$ cat src/rtl/h6_pkg.sv
package h6_pkg;
  localparam int NUM_SW = 6;

  typedef enum logic [1:0] {
    MODE_POS_ACT = 2'd0,
    MODE_POS_FW  = 2'd1,
    MODE_NEG_ACT = 2'd2,
    MODE_NEG_FW  = 2'd3
  } h6_mode_e;

  // switch set per mode, bit 0 = S1 ... bit 5 = S6
  function automatic logic [NUM_SW-1:0] sw_pattern(h6_mode_e m);
    case (m)
      MODE_POS_ACT: sw_pattern = 6'b011001;
      MODE_POS_FW:  sw_pattern = 6'b000001;
      MODE_NEG_ACT: sw_pattern = 6'b100110;
      default:      sw_pattern = 6'b000100;
    endcase
  endfunction
endpackage

$ cat src/rtl/h6_tri_carrier.sv
module h6_tri_carrier #(
  parameter int CNT_W = 12
) (
  input  logic             clk,
  input  logic             rst,
  input  logic             run,
  input  logic [CNT_W-1:0] peak_i,
  output logic [CNT_W-1:0] cnt_o,
  output logic             valley_o
);
  logic rising;

  always_ff @(posedge clk) begin
    if (rst || !run) begin
      cnt_o  <= '0;
      rising <= 1'b1;
    end else if (rising) begin
      if (cnt_o >= peak_i) begin
        rising <= 1'b0;
        if (cnt_o != '0) cnt_o <= cnt_o - 1'b1;
      end else begin
        cnt_o <= cnt_o + 1'b1;
      end
    end else begin
      if (cnt_o == '0) begin
        rising <= 1'b1;
        if (peak_i != '0) cnt_o <= cnt_o + 1'b1;
      end else begin
        cnt_o <= cnt_o - 1'b1;
      end
    end
  end

  assign valley_o = (cnt_o == '0);
endmodule

$ cat src/rtl/h6_mode_pick.sv
module h6_mode_pick
  import h6_pkg::*;
#(
  parameter int REF_W = 12,
  parameter int CNT_W = 12
) (
  input  logic                    clk,
  input  logic                    rst,
  input  logic                    en,
  input  logic signed [REF_W-1:0] ref_i,
  input  logic [CNT_W-1:0]        cnt_i,
  input  logic                    valley_i,
  output h6_mode_e                mode_o,
  output logic [NUM_SW-1:0]       pat_o
);
  localparam int CMP_W = (REF_W > CNT_W) ? REF_W : CNT_W;

  logic             neg_q;
  logic             neg_eff;
  logic [REF_W-1:0] mag;
  logic [CMP_W-1:0] mag_x;
  logic [CMP_W-1:0] cnt_x;
  logic             active;

  // polarity only re-sampled at the carrier valley
  assign neg_eff = valley_i ? ref_i[REF_W-1] : neg_q;

  always_ff @(posedge clk) begin
    if (rst) neg_q <= 1'b0;
    else     neg_q <= neg_eff;
  end

  always_comb begin
    if (ref_i[REF_W-1]) mag = $unsigned(-ref_i);
    else                mag = $unsigned(ref_i);
    mag_x  = CMP_W'(mag);
    cnt_x  = CMP_W'(cnt_i);
    active = (mag_x > cnt_x);
    if (!en)        mode_o = MODE_POS_FW;
    else if (neg_eff) mode_o = active ? MODE_NEG_ACT : MODE_NEG_FW;
    else              mode_o = active ? MODE_POS_ACT : MODE_POS_FW;
    pat_o = en ? sw_pattern(mode_o) : '0;
  end
endmodule

$ cat src/rtl/h6_rise_delay.sv
module h6_rise_delay #(
  parameter int DT_W = 4
) (
  input  logic            clk,
  input  logic            rst,
  input  logic            req_i,
  input  logic [DT_W-1:0] dead_i,
  output logic            gate_o
);
  logic [DT_W-1:0] wait_q;

  always_ff @(posedge clk) begin
    if (rst || !req_i) begin
      gate_o <= 1'b0;
      wait_q <= '0;
    end else if (wait_q >= dead_i) begin
      gate_o <= 1'b1;
    end else begin
      wait_q <= wait_q + 1'b1;
    end
  end
endmodule

$ cat src/rtl/h6_gate_gen.sv
module h6_gate_gen
  import h6_pkg::*;
#(
  parameter int REF_W = 12,
  parameter int CNT_W = 12,
  parameter int DT_W  = 4
) (
  input  logic                    clk,
  input  logic                    rst,
  input  logic                    en,
  input  logic signed [REF_W-1:0] ref_i,
  input  logic [CNT_W-1:0]        peak_i,
  input  logic [DT_W-1:0]         dead_i,
  output logic [5:0]              gate_o,
  output logic [1:0]              mode_o
);
  logic [CNT_W-1:0]  car_cnt;
  logic              car_valley;
  h6_mode_e          mode_c;
  logic [NUM_SW-1:0] pat_c;

  h6_tri_carrier #(.CNT_W(CNT_W)) i_carrier (
    .clk(clk), .rst(rst), .run(en), .peak_i(peak_i),
    .cnt_o(car_cnt), .valley_o(car_valley)
  );

  h6_mode_pick #(.REF_W(REF_W), .CNT_W(CNT_W)) i_pick (
    .clk(clk), .rst(rst), .en(en), .ref_i(ref_i),
    .cnt_i(car_cnt), .valley_i(car_valley),
    .mode_o(mode_c), .pat_o(pat_c)
  );

  for (genvar s = 0; s < NUM_SW; s++) begin : g_sw
    h6_rise_delay #(.DT_W(DT_W)) i_dly (
      .clk(clk), .rst(rst), .req_i(pat_c[s]),
      .dead_i(dead_i), .gate_o(gate_o[s])
    );
  end

  always_ff @(posedge clk) begin
    if (rst) mode_o <= MODE_POS_FW;
    else     mode_o <= mode_c;
  end
endmodule

$ cat config.mk
export PLATFORM = sky130hd
export DESIGN_NAME = h6_gate_gen
export DESIGN_NICKNAME = d
export VERILOG_FILES = /design/src/rtl/h6_pkg.sv /design/src/rtl/h6_tri_carrier.sv /design/src/rtl/h6_mode_pick.sv /design/src/rtl/h6_rise_delay.sv /design/src/rtl/h6_gate_gen.sv
export SDC_FILE = /design/constraint.sdc
export NUM_CORES = 1
export LEC_CHECK = 0
export CORE_MARGIN = 2
export CORE_UTILIZATION = 59
export DETAILED_ROUTE_END_ITERATION = 8
export HOLD_SLACK_MARGIN = 0.08
export PLACE_DENSITY = 0.8
export RECOVER_POWER = 50
export SLEW_MARGIN = 40
export SYNTH_ARGS = -nofsm -noshare
export SYNTH_HDL_FRONTEND = slang
export SYNTH_SLANG_ARGS = --single-unit
$ cat constraint.sdc
create_clock -name clk -period 8.4 [get_ports clk]
set_input_delay 1.68 -clock clk [delete_from_list [all_inputs] [get_ports clk]]
set_output_delay 1.68 -clock clk [all_outputs]
set_load 0.05 [all_outputs]
==> results.md <==
- Hold Fails Final Rpt: 0
- Synth Cell Area: 3630 sq um
- Largest net degree at the start of global routing: 14
- TritonCTS clock tree: done
- Post-Synthesis Cells: 426
- Status: completed
- Placement Setup Slack: 3.44 ns
- Part of the total power dissipated in sequential elements: 46.2%
- Worst EP arrival: 4.92 ns
- Clock transition time at the flip-flop clock pins of the worst setup and hold paths: 0.08 ns
- Number of sinks on the clock net: 46
- Synth Register Bits: 46
- Ys async rst share: 0%
- Final worst-path setup slack: 3.71 ns
- Number of detailed-route iterations in the first pass: 4
- Clock period minus worst slack: 4.69 ns
- Remaining global-route overflow: 0
- Width of the die: 82.4 um
- Worst slew slack as a fraction of its limit: 54.4%
- Hold endpoint: g_sw[3].i_dly.gate_o
- Initial core utilization: 61.2%
- Final count of negative-setup-slack endpoints: 0
- Wirelength, routed: 7700 um
- CORE AREA: 5920 sq um
- Relative area change from synthesis to final layout: 14.0%
- Leakage dissipation: 1.80 nW
- Required time reported for the critical path endpoint: 8.63 ns
- Maximum ir drop on the vdd rail: 0.0928 mV
- Number of global-route vias before repair: 2892
- Post-CTS Hold Buffers: 0
- Slew @ Worst Pin: 0.678 ns
- Overall Global Routing Usage: 24.1%
- Reported max-cap violation count: 0
- Sequential-to-total area share from yosys stat: 25.4%
- Class of the tightest hold or removal check: reg -> reg
- Count of antenna-violating nets left after detailed routing: 0
- Part of the power in the clock network: 34.3%
- Final weighted congestion of routability-driven global placement: 0.963
- Number of buffers created by CTS: 5
- Largest driver fanout on the critical path: 10
- Critical Path Start: ref_i[0]
- Worst R2R Setup Slack: 5.67 ns
- RR Startpoint: i_carrier.cnt_o[0]
- Vias per cell: 5.76
- Worst setup path category: in -> reg
- Worst skew pair latency: 0.30 ns
- Post-route clock period utilization: 55.8%
- Syn nets: 514
- Port buffer count: 38
- Power Dens Cells: 118 nW/um^2
- Filler cells: 484
- Die span in y: 82.4 um
- Net count of the finished layout: 548
- Master of the slowest instance on the critical path: a211oi_1
- Post-detailed-route wirelength per cell: 14.4 um
- Number of setup buffers added after CTS: 0
- Clock skew: 0.00544 ns
- RSZ-0062 raised after global routing: no
- Distinct cell type count of the synthesized netlist: 52
- Length in cells of the worst reg-to-reg path: 8
- Starting DRC count in detailed routing: 132
- CP endpoint kind: register
- Combinational power share: 19.5%
- Antenna diode count: 0
- Half-perimeter wire length of the detailed placement result: 6180 um
- Number of H-tree levels: 2
- Internal Power: 0.363 mW
- Resized cells post-CTS: 0
- Count of unresolved DRC violations after routing: 0
- FMAX: 213 MHz
- Critical path cell sequence: clkdlybuf4s50_1 > inv_1 > ha_1 > nand2_1 > or3_1 > or3_1 > o31ai_1 > xnor2_1 > ha_1 > nand4_1 > a211oi_1 > o211ai_2 > a21oi_1
- Number of core rows: 28
- Number of antenna violations at the first check in global routing: 0
- Launch instance of the worst min-delay path: g_sw[3].i_dly.gate_o
- Top delay family on crit path: compound AO/OA/AOI/OAI gates
- Total vias in the final route: 3081
- Number of buffers on the longest clock path: 2
- Count of flip-flops with a built-in enable after synthesis: 0
- Delay of the slowest critical-path stage: 0.48 ns
- Most used cells in the layout excluding fill and tap cells: 57 x ha_1, 51 x inv_1, 46 x dfxtp_1
- Switching power: 0.126 mW
- Total buffers and inverters traversed by the critical path: 2
- Synthesized area divided by synthesized cell count: 8.51 sq um
- CTS Root Cell: clkbuf_8
- Max-slew violation count: 0
- End of the worst register-to-register path: i_carrier.cnt_o[5]
- Number of top-level pins: 39
- Yosys Warn Count: 0
- Proportion of layout cells with a drive suffix above 1: 5.00%
- Die area: 6790 sq um
- Leading register cell type out of synthesis: dfxtp_1
- Fraction of power spent switching nets: 25.8%
- Wire length of the first global-routing pass: 12600 um
- Worst Hold Path Cells: 2
- Final sum of negative setup slack: 0 ns
- Most common library cell in the layout ignoring fill and taps: ha_1
- Launching element type of the critical path: input port
[final cells by class]
| class | instances | area, sq um | share of cell area, % |
|---|---|---|---|
| Clock inverter | 1 | 30.0 | 0.727 |
| Clock buffer | 6 | 82.6 | 2.00 |
| Timing Repair Buffer | 38 | 380 | 9.20 |
| Inverter | 51 | 191 | 4.63 |
| Multi-Input combinational cell | 318 | 2430 | 58.9 |
| Tap cell | 75 | 93.8 | 2.27 |
| Sequential cell | 46 | 921 | 22.3 |
[cells in the mapped netlist, types with 2 or more instances]
library cell,instances,area share [%]
or4_4,2,0.62
o21ai_0,7,0.97
nor3b_1,4,0.83
nand2_1,21,2.2
clkbuf_1,2,0.21
nand2b_1,10,1.7
dfxtp_1,46,25
inv_1,51,5.3
a211oi_1,13,2.7
a21o_1,18,3.7
buf_4,7,1.4
mux2i_1,11,3.0
nor3_1,5,0.69
nor2b_1,2,0.35
nand4_1,10,1.7
o2111a_1,2,0.62
or3_1,6,1.0
and3_1,3,0.52
and3_4,2,0.62
a22oi_1,2,0.41
o21ai_2,2,0.48
ha_1,57,20
o21a_1,2,0.41
buf_2,2,0.28
nor2_1,40,4.1
o211ai_1,5,1.0
o22ai_1,2,0.35
a21oi_1,21,2.9
o31ai_1,3,0.62
nand3_1,13,1.8
and2_1,2,0.35
nor4_1,6,1.0
xnor2_1,28,6.8
[how the worst max path moves through the flow]
stage	endpoint	slack, ns	cells past startpoint
floorplan	g_sw[3].i_dly.wait_q[0]	4.23	13
global placement	g_sw[3].i_dly.wait_q[3]	3.60	14
detailed placement	g_sw[3].i_dly.gate_o	3.44	13
CTS	g_sw[3].i_dly.gate_o	3.70	13
global route	g_sw[3].i_dly.gate_o	3.46	13
finish	g_sw[3].i_dly.gate_o	3.71	13
[stage by stage]
step | area [sq um] | power (mW) | std cells | hold slack (ns) | util, %
final | 4130 | 0.489 | 535 | 0.446 | 69.8
after CTS | 4140 | 0.491 | 535 | 0.452 | 70.0
after detailed placement | 4030 | 0.327 | 528 | 0.437 | 68.1
after global routing | 4130 | 0.513 | 535 | 0.463 | 69.8
after global placement | 4030 | 0.323 | 528 | 0.433 | 68.1
after floorplan | 3630 | 0.292 | 426 | 0.426 | -
[registers in the layout (all words and copies together) (netlist names)]
name               count
g_sw.i_dly.wait_q     24
i_carrier.cnt_o       12
g_sw.i_dly.gate_o      6
mode_o                 2
i_carrier.rising       1
i_pick.neg_q           1
[routing by layer]
metal	GRT usage, %	up-vias	part of all wire [%]
met1	31.0	1419	46
met3	4.02	16	4.8
met2	40.8	68	47
met4	7.83	0	2.0
met5	0	-	0
li1	-	1578	-
[cell families after synthesis]
| group | count (synthesis) | share of synthesized area [%] |
|---|---|---|
| and+or+nand+nor | 134 | 20.1 |
| muxes | 13 | 3.73 |
| xor gates and xnor gates | 28 | 6.76 |
| adders and majority gates | 57 | 19.7 |
| DFF | 46 | 25.4 |
| AOI/OAI and AO/OA | 86 | 17.1 |
| buffers and inverters | 62 | 7.21 |
[worst min-delay path: cells and delay by family (launching register included)]
family	cells	cell delay (ns)
compound gates	1	0.05
buf+inv	1	0.04
flops	1	0.31
[power groups by stage]
stage / clock [mW] / sequential [mW] / combinational [mW]
finish: 0.168 / 0.226 / 0.0952
global route: 0.179 / 0.226 / 0.107
detailed placement: 0 / 0.231 / 0.0957
CTS: 0.169 / 0.226 / 0.0965
floorplan: 0 / 0.232 / 0.0603
global placement: 0 / 0.231 / 0.0918
No activity file was read; power rests on OpenSTA's default activity.
